`src/rtl/csel_pkg.sv`:
```
`timescale 1ns/1ps
package csel_pkg;

    // Operand geometry
    localparam int FULL_W = 8;
    localparam int LOW_W  = 4;
    localparam int HIGH_W = FULL_W - LOW_W;

    // One upper-nibble candidate: its sum bits and its carry out
    typedef struct packed {
        logic              carry;
        logic [HIGH_W-1:0] sum;
    } lane_t;

    // Which assumed carry a candidate was built for
    typedef enum logic {
        ASSUME_NO_CARRY = 1'b0,
        ASSUME_CARRY    = 1'b1
    } assume_e;

    // Carry generate for one bit position
    function automatic logic bit_gen(input logic a, input logic b);
        return a & b;
    endfunction

    // Carry propagate for one bit position
    function automatic logic bit_prop(input logic a, input logic b);
        return a ^ b;
    endfunction

endpackage

```
`src/rtl/csel_bit.sv`:
```
`timescale 1ns/1ps
module csel_bit
    import csel_pkg::*;
(
    input  logic a,
    input  logic b,
    input  logic ci,
    output logic s,
    output logic co
);

    logic gen_w;
    logic prop_w;

    always_comb begin
        gen_w  = bit_gen(a, b);
        prop_w = bit_prop(a, b);
        s      = prop_w ^ ci;
        co     = gen_w | (prop_w & ci);
    end

endmodule

```
`src/rtl/csel_ripple.sv`:
```
`timescale 1ns/1ps
module csel_ripple #(
    parameter int W = 4
) (
    input  logic [W-1:0] a,
    input  logic [W-1:0] b,
    input  logic         ci,
    output logic [W-1:0] s,
    output logic         co
);

    localparam int CW = W + 1;

    logic [W:0] chain;

    assign chain[0] = ci;

    for (genvar i = 0; i < W; i++) begin : g_bit
        csel_bit u_bit (
            .a  (a[i]),
            .b  (b[i]),
            .ci (chain[i]),
            .s  (s[i]),
            .co (chain[i+1])
        );
    end

    assign co = chain[W];

    // The chain of single-bit cells must give the same result as arithmetic addition
    always_comb begin
        p_blk_sum_r1: assert ({co, s} == ({1'b0, a} + {1'b0, b} + CW'(ci)))
            else $error("p_blk_sum_r1 ripple block mismatch");
    end

endmodule

```
`src/rtl/csel_pick.sv`:
```
`timescale 1ns/1ps
module csel_pick
    import csel_pkg::*;
(
    input  logic  sel,
    input  lane_t cand0,
    input  lane_t cand1,
    output lane_t res
);

    localparam int MW = HIGH_W + 1;

    logic [MW-1:0] in0;
    logic [MW-1:0] in1;
    logic [MW-1:0] outv;

    assign in0 = cand0;
    assign in1 = cand1;

    // One 2:1 multiplexer per upper sum bit plus one for the carry
    for (genvar i = 0; i < MW; i++) begin : g_mux
        assign outv[i] = sel ? in1[i] : in0[i];
    end

    assign res = outv;

    // The carry-1 candidate must be the carry-0 candidate plus one unit
    always_comb begin
        p_cand_step_r3: assert (in1 == in0 + MW'(1))
            else $error("p_cand_step_r3 candidate step mismatch");
        p_cand_carry_r4: assert (!cand0.carry || cand1.carry)
            else $error("p_cand_carry_r4 candidate carry ordering");
    end

endmodule

```
`src/rtl/csel_adder8.sv`:
```
`timescale 1ns/1ps
module csel_adder8
    import csel_pkg::*;
(
    input  logic [FULL_W-1:0] opa,
    input  logic [FULL_W-1:0] opb,
    input  logic              cy_in,
    output logic [FULL_W-1:0] sum_out,
    output logic              cy_out
);

    localparam int LCW = LOW_W + 1;
    localparam int TCW = FULL_W + 1;

    logic [LOW_W-1:0] low_sum;
    logic             low_carry;
    lane_t            cand [2];
    lane_t            chosen;

    csel_ripple #(.W(LOW_W)) u_low (
        .a  (opa[LOW_W-1:0]),
        .b  (opb[LOW_W-1:0]),
        .ci (cy_in),
        .s  (low_sum),
        .co (low_carry)
    );

    // Two upper copies, one for each assumed carry
    for (genvar k = 0; k < 2; k++) begin : g_upper
        localparam assume_e ASM = assume_e'(k);
        csel_ripple #(.W(HIGH_W)) u_up (
            .a  (opa[FULL_W-1:LOW_W]),
            .b  (opb[FULL_W-1:LOW_W]),
            .ci (logic'(ASM)),
            .s  (cand[k].sum),
            .co (cand[k].carry)
        );
    end

    csel_pick u_pick (
        .sel   (low_carry),
        .cand0 (cand[ASSUME_NO_CARRY]),
        .cand1 (cand[ASSUME_CARRY]),
        .res   (chosen)
    );

    assign sum_out = {chosen.sum, low_sum};
    assign cy_out  = chosen.carry;

    always_comb begin
        p_total_r1: assert ({cy_out, sum_out} == ({1'b0, opa} + {1'b0, opb} + TCW'(cy_in)))
            else $error("p_total_r1 full sum mismatch");
        p_low_r2: assert ({low_carry, sum_out[LOW_W-1:0]} ==
                          ({1'b0, opa[LOW_W-1:0]} + {1'b0, opb[LOW_W-1:0]} + LCW'(cy_in)))
            else $error("p_low_r2 lower nibble mismatch");
    end

endmodule

```
`config.mk`:
```
export PLATFORM = sky130hd
export DESIGN_NAME = csel_adder8
export DESIGN_NICKNAME = d
export VERILOG_FILES = /design/src/rtl/csel_pkg.sv /design/src/rtl/csel_bit.sv /design/src/rtl/csel_ripple.sv /design/src/rtl/csel_pick.sv /design/src/rtl/csel_adder8.sv
export SDC_FILE = /design/constraint.sdc
export NUM_CORES = 1
export LEC_CHECK = 0
export ABC_AREA = 1
export BUFFER_PORTS_ARGS = -buffer_cell sky130_fd_sc_hd__buf_2
export CORE_AREA = 2 2 39 41
export DETAILED_ROUTE_END_ITERATION = 8
export DIE_AREA = 0 0 41 43
export PLACE_DENSITY = 0.66
export SYNTH_ARGS = -nofsm -noshare
export SYNTH_HDL_FRONTEND = slang
export SYNTH_HIERARCHICAL = 1
export SYNTH_SLANG_ARGS = --single-unit
```
`constraint.sdc`:
```
create_clock -name vclk -period 2.6
set_clock_uncertainty 0.15 [all_clocks]
set_input_delay 0.39 -clock vclk [all_inputs]
set_output_delay 0.39 -clock vclk [all_outputs]
set_load 0.02 [all_outputs]
```
Word level (Yosys, flattened, before mapping)
Index checks and enable logic that the tools add are counted.

operators by class
  multiplexer cells = 5
  bitwise gates (word level) = 48

operators with widths
  cell               count
  bitwise AND 1 bit  18
  bitwise XOR 1 bit  18
  bitwise OR 1 bit   11
  2-to-1 mux 1 bit   5
  inverter 1 bit     1

word-level totals
  register bits = 0
  bits of input ports = 17
  output and inout bits = 9
  word-level logic and storage cells = 53

Longest topological paths before layout
Gate-level depths: netlist of the first run.

  depth in word-level cells = 10
  gate-level depth with buffers = 7
  gate-level depth less buffers = 7

Cells and area by module
The synthesis of the first run kept the hierarchy.

by module, submodules not included
  module       times used  cells each  area each (um^2)  seq. area each (um^2)
  csel_bit     12          1           20.0              0.0
  csel_pick    1           16          60.1              0.0
  csel_adder8  1           2           7.5               0.0

Least setup slack after synthesis of the first run
OpenSTA, ideal clock, no wires.

  path kind = input port to output port
  start point = input port opa[0]
  end point = output port cy_out
  arrival time = 2.327 ns
  data required time = 2.060 ns
  path slack = -0.267 ns
  stages = 7
  buffers on the path = 0
  cells stage by stage = fa_1 fa_1 fa_1 fa_1 inv_2 nand2_1 nand2_1

on the way
  longest elaborated chain between the ends = 10
  elaborated cells between the ends (all ways) = 11
  those cells by class = 1 x mux; 10 x bitwise

ends and longest elaborated chain
  what                 RTL line           source
  start, declared      csel_adder8.sv:5   input logic [FULL_W-1:0] opa,
  bitwise XOR 1 bit    csel_pkg.sv:28     return a ^ b;
  bitwise AND 1 bit    csel_bit.sv:19     co = gen_w | (prop_w & ci);
  bitwise OR 1 bit *   csel_bit.sv:19
  bitwise AND 1 bit *  csel_bit.sv:19
  bitwise OR 1 bit *   csel_bit.sv:19
  via u_low.chain[2]   csel_ripple.sv:14  logic [W:0] chain;
  bitwise AND 1 bit *  csel_bit.sv:19
  bitwise OR 1 bit *   csel_bit.sv:19
  via u_low.chain[3]   csel_ripple.sv:14
  bitwise AND 1 bit *  csel_bit.sv:19
  bitwise OR 1 bit *   csel_bit.sv:19
  via low_carry        csel_adder8.sv:16  logic low_carry;
  2-to-1 mux 1 bit *   csel_pick.sv:22    assign outv[i] = sel ? in1[i] : in0[i];
  end, declared        csel_adder8.sv:9   output logic cy_out

The timed path passes the listed nets; every way through them passes the cells marked *.

Worst setup path after layout of the first run
  start point = input port cy_in
  end point = output port sum_out[7]

on the way
  longest elaborated chain between the ends = 9

ends and longest elaborated chain
  what                RTL line           source
  start, declared     csel_adder8.sv:7   input logic cy_in,
  bitwise AND 1 bit   csel_bit.sv:19
  bitwise OR 1 bit    csel_bit.sv:19
  via u_low.chain[1]  csel_ripple.sv:14
  bitwise AND 1 bit   csel_bit.sv:19
  bitwise OR 1 bit    csel_bit.sv:19
  via u_low.chain[2]  csel_ripple.sv:14
  bitwise AND 1 bit   csel_bit.sv:19
  bitwise OR 1 bit    csel_bit.sv:19
  via u_low.chain[3]  csel_ripple.sv:14
  bitwise AND 1 bit   csel_bit.sv:19
  bitwise OR 1 bit    csel_bit.sv:19
  via low_carry       csel_adder8.sv:16
  2-to-1 mux 1 bit    csel_pick.sv:22
  end, declared       csel_adder8.sv:8   output logic [FULL_W-1:0] sum_out,

The timed path passes the listed nets, and every way through them passes these cells.

==> run_results.csv, run 1 <==
group,metric,value,unit
synth,synth_top_family_by_area,"adder cells",
global_route,overflow,0,
layout,area_growth,81.30,%
floorplanning,die_h,43,µm
timing,setup_ws,-0.2526,ns
routing,antenna_left,0,
power_and_ir_drop,power,177.5,µW
timing,rsz0062_at_grt,"true",
layout,layout-drive-gt1-share,0.7500,
synth,synth_fa_ha_area_frac,0.7805,
critical_path,crit_path_end_kind,"primary output",
critical_path,critical_path_class,"in -> out",
global_route,grt_first_pass_wirelength,1.221,mm
layout,antenna-diode-count,0,
timing,maxClockFrequency,0.3506,GHz
layout,final_util,0.4033,
layout,layout_commonest_cell,"buf_2",
routing,wl_per_cell,9.667,µm
clock_network,cts_setup_buffers,0,
routing,post-route-drc-count,0,
power_and_ir_drop,p_leak,0.2572,nW
critical_path,cp-start-kind,"input port",
floorplanning,dieWidth,41,µm
synth,synth_cells,30,
synth,yosysTopAreaCell,"fa_1",
timing,finalCriticalPeriod,2.853,ns
synth,syn_avg_cell_area,10.26,µm²
hold_path,hold_depth,3,
critical_path,cpPeakStageDelay,0.40,ns
synth,synthTopCellsByArea,"fa_1 (78%), nand2_1 (18%), conb_1 (2.4%)",
routing,first_iter_violations,0,
power_and_ir_drop,ir_drop,133.8,µV
flow_run,max-cap-violations,0,
placed_design,port_buffers,26,
synth,synth_top_area_frac,0.7805,
timing,layout_worst_path_cycle_share,1.097,
global_route,track_usage,0.09868,
synth,yosys_warnings,6,
floorplanning,rows,14,
routing,wl,696,µm
timing,tns,-1.347,ns
synth,synth_xor_area_frac,0,
synth,synth_area,307.8,µm²
floorplanning,ios,26,
power_and_ir_drop,p_per_area,318.2,mW/mm²
global_route,grt_max_degree,7,
layout,num-clock-buffers,0,
routing,firstDrtPassIters,1,
timing,drv_slew,0,
placed_design,dp_hpwl,712.5,µm
timing,hold_violations,0,
placed_design,gp_congestion,0.6822,
layout,regArea,0,µm²
floorplanning,core_area,0.001384,mm²
floorplanning,initial_utilization,0.2224,
synth,ys_seq_area_frac,0,
synth,synth.area.mux_share,0,
critical_path,critPathSlowestCell,"fa_2",
global_route,antenna_found_initial,0,
layout,seq_cell_count,0,
critical_path,arrival,2.31,ns
run_status,status,"finished with violations",
layout,fin_nets,87,
critical_path,crit_required,2.06,ns
critical_path,crit_chain,"buf_6, fa_2, fa_2, fa_2, fa_2, inv_2, nand2_1, nand2_2, buf_6",
layout,finalNonFillerCells,72,
routing,vias,281,
critical_path,worstSetupStartpoint,"cy_in",
routing,avgViaCountPerCell,3.903,
synth,yosys.area_share.simple,0.1829,
critical_path,cp_max_fo,6,
placed_design,place_worst_setup_slack,-0.4030,ns
hold_path,hold_start,"opb[3]",
hold_path,hp-class,"in -> out",
layout,final_cell_mix,"buf_2 (16), fa_2 (10), buf_6 (10), nand2_1 (10), nand2_2 (5)",
global_route,first_global_vias,320,
timing,finalSetupViolations,6,
critical_path,cpMostUsedCell,"fa_2",
synth,syn-num-nets,59,
run_status,violations,"setup timing",
floorplanning,dieArea,0.001763,mm²
synth,yosysUniqueCellTypes,4,
placed_design,place_inst,72,
synth,synth-compound-area-share,0,
[metal layers]
metal,up-vias,share of wire,GRT usage
met3,0,0.15,0.01571
met5,-,0,0
met4,0,0,0
li1,137,-,-
met2,20,0.57,0.2031
met1,124,0.28,0.09732
[final timing paths]
path	endpoint
worst max-delay path	sum_out[7]
worst min-delay path	sum_out[3]
[power breakdown]
part | total, mW | switching, mW | internal [mW] | leakage, nW
Combinational | 0.178 | 0.0931 | 0.0845 | 0.257
Clock | 0 | 0 | 0 | 0
Sequential | 0 | 0 | 0 | 0
Total | 0.178 | 0.0931 | 0.0845 | 0.257
[synth_stat cells]
cell     count
inv_2        1
nand2_1     15
fa_1        12
conb_1       2
[logic make-up (layout without fill, tap and decap cells)]
| logic type | Yosys count | count (layout) |
|---|---|---|
| simple gates | 15 | 15 |
| other cells | 2 | 2 |
| buf+inv | 1 | 27 |
| fa+ha+maj | 12 | 12 |
[critical path: cells and delay by family]
family | cells | cell delay, ns
adders and majority gates | 4 | 1.46
and+or+nand+nor | 2 | 0.13
buffers and inverters | 3 | 0.32
[layout make-up]
type	instances	area, µm²
fill	142	825.8
inverter	1	3.754
multi-input combinational	29	341.6
tap	16	20.02
timing repair buffer	26	192.7
[stage by stage]
step,area (µm²),hold slack [ns]
floorplan,340.3,0.8761
detailed placement,490.5,1.049
CTS,551.8,1.039
global placement,490.5,1.049
global route,558.0,1.064
finish,558.0,1.034
[timing repair]
action | in CTS | in global routing
pin swaps | 6 | 1
endpoints found under the hold margin | 0 | 0
hold buffers | 0 | 0
setup endpoints to repair | 6 | 6
resized for setup | 19 | 1
Power figures use the tool's default switching activity.
==> inputs of run 2 (changes only) <==
--- a/config.mk
+++ b/config.mk
@@ -11,6 +11,7 @@
 export DETAILED_ROUTE_END_ITERATION = 8
 export DIE_AREA = 0 0 41 43
 export PLACE_DENSITY = 0.66
+export SKIP_LAST_GASP = 1
 export SYNTH_ARGS = -nofsm -noshare
 export SYNTH_HDL_FRONTEND = slang
 export SYNTH_HIERARCHICAL = 1
==> run 2 against run 1 <==
  * The flow still finishes with violations (setup timing)
  * Die area did not move
  * Via count did not move
  * Combinational power about the same
  * Final area fell by 2.2%
  * Clock-buffer cell count unchanged
  * First-iteration DRC count unchanged
  * Power fell by 0.87%
  * Worst hold slack worse by 0.0073 ns
  * Critical path type unchanged
  * Largest power group unchanged
==> run_results.csv, run 2 (same netlist as run 1, synthesis figures left out) <==
group,metric,value,unit
layout,num-clock-buffers,0,
layout,fin_nets,87,
global_route,first_global_vias,321,
floorplanning,ios,26,
layout,seq_cell_count,0,
layout,final_cell_mix,"buf_2 (18), fa_2 (10), nand2_1 (10)",
routing,wl,693,µm
timing,maxClockFrequency,0.3471,GHz
critical_path,critPathSlowestCell,"fa_2",
timing,finalCriticalPeriod,2.881,ns
clock_network,cts_hold_buf,0,
layout,layout_commonest_cell,"buf_2",
placed_design,place_area,490.5,µm²
critical_path,crit_required,2.06,ns
floorplanning,dieArea,0.001763,mm²
routing,firstDrtPassIters,1,
global_route,grt_first_pass_wirelength,1.207,mm
placed_design,place_worst_setup_slack,-0.4030,ns
global_route,overflow,0,
floorplanning,die_h,43,µm
floorplanning,rows,14,
timing,hold_ws,1.027,ns
power_and_ir_drop,p_per_area,322.6,mW/mm²
power_and_ir_drop,power,176.0,µW
flow_run,max-cap-violations,0,
timing,layout_worst_path_cycle_share,1.108,
placed_design,gp_congestion,0.6822,
critical_path,cp-start-kind,"input port",
routing,antenna_left,0,
global_route,track_usage,0.09766,
timing,rsz0062_at_grt,"true",
floorplanning,dieWidth,41,µm
layout,nFillCells,144,
layout,fin_area,545.5,µm²
run_status,violations,"setup timing",
floorplanning,core_area,0.001384,mm²
critical_path,crit_path_end_kind,"primary output",
routing,avgViaCountPerCell,3.903,
floorplanning,initial_utilization,0.2224,
hold_path,hp-class,"in -> out",
routing,post-route-drc-count,0,
critical_path,critical_path_class,"in -> out",
timing,setup_ws,-0.2814,ns
critical_path,cpMostUsedCell,"fa_2",
run_status,status,"finished with violations",
layout,multi_input_area,341.6,µm²
critical_path,arrival,2.34,ns
routing,first_iter_violations,0,
layout,antenna-diode-count,0,
timing,hold_violations,0,
routing,vias,281,
placed_design,dp_hpwl,712.5,µm
global_route,grt_max_degree,7,
layout,regArea,0,µm²
critical_path,cp_max_fo,6,
layout,area_growth,77.24,%
critical_path,cpPeakStageDelay,0.42,ns
critical_path,crit_chain,"buf_6, fa_2, fa_2, fa_2, fa_2, inv_2, nand2_1, nand2_2, buf_6",
layout,layout-drive-gt1-share,0.7500,
routing,wl_per_cell,9.625,µm
power_and_ir_drop,p_leak,0.2530,nW
timing,finalSetupViolations,6,
global_route,antenna_found_initial,0,
power_and_ir_drop,ir_drop,133.6,µV
timing,drv_slew,0,
placed_design,port_buffers,26,
[run 2: cell counts in the layout (fill, tap and decap cells not counted)]
No cell type changed its count.
[run 2: cell type report]
class	instances	share of cell area
multi-input combinational	29	0.6261
inverter	1	0.006881
timing repair buffer	26	0.3303
tap	16	0.03670
[run 2: per-layer routing]
| layer | global-route usage | vias up | part of all wire |
|---|---|---|---|
| li1 | - | 137 | - |
| met1 | 0.09396 | 124 | 0.28 |
| met2 | 0.2031 | 20 | 0.57 |
| met3 | 0.01571 | 0 | 0.15 |
| met4 | 0 | 0 | 0 |
| met5 | 0 | - | 0 |
[run 2: power breakdown]
group / total [mW] / switching (mW) / internal (mW)
sequential: 0 / 0 / 0
combinational: 0.176 / 0.0932 / 0.0828
clock: 0 / 0 / 0
total: 0.176 / 0.0932 / 0.0828
[run 2: timing repair]
item,in CTS,in global routing
pin swaps,6,3
setup buffers,0,0
endpoints found under the setup margin,6,6
resized for setup,15,1
[run 2: critical path: cells and delay by family]
| family | cells | cell delay [ns] |
|---|---|---|
| adder cells (fa/ha/maj) | 4 | 1.49 |
| buffers and inverters | 3 | 0.32 |
| AND/OR/NAND/NOR | 2 | 0.13 |
[run 2: path summary, 6_finish.rpt]
path	start	slack, ns	cells past startpoint	end
max	cy_in	-0.28	9	sum_out[7]
min	opb[3]	1.03	3	sum_out[3]
[run 2: through the flow]
step / setup TNS, ns / util / cells
floorplan: -0.5781 / - / 30
global placement: -2.135 / 0.3544 / 72
detailed placement: -2.248 / 0.3544 / 72
CTS: -1.432 / 0.3897 / 72
global route: -1.897 / 0.3942 / 72
finish: -1.510 / 0.3942 / 72
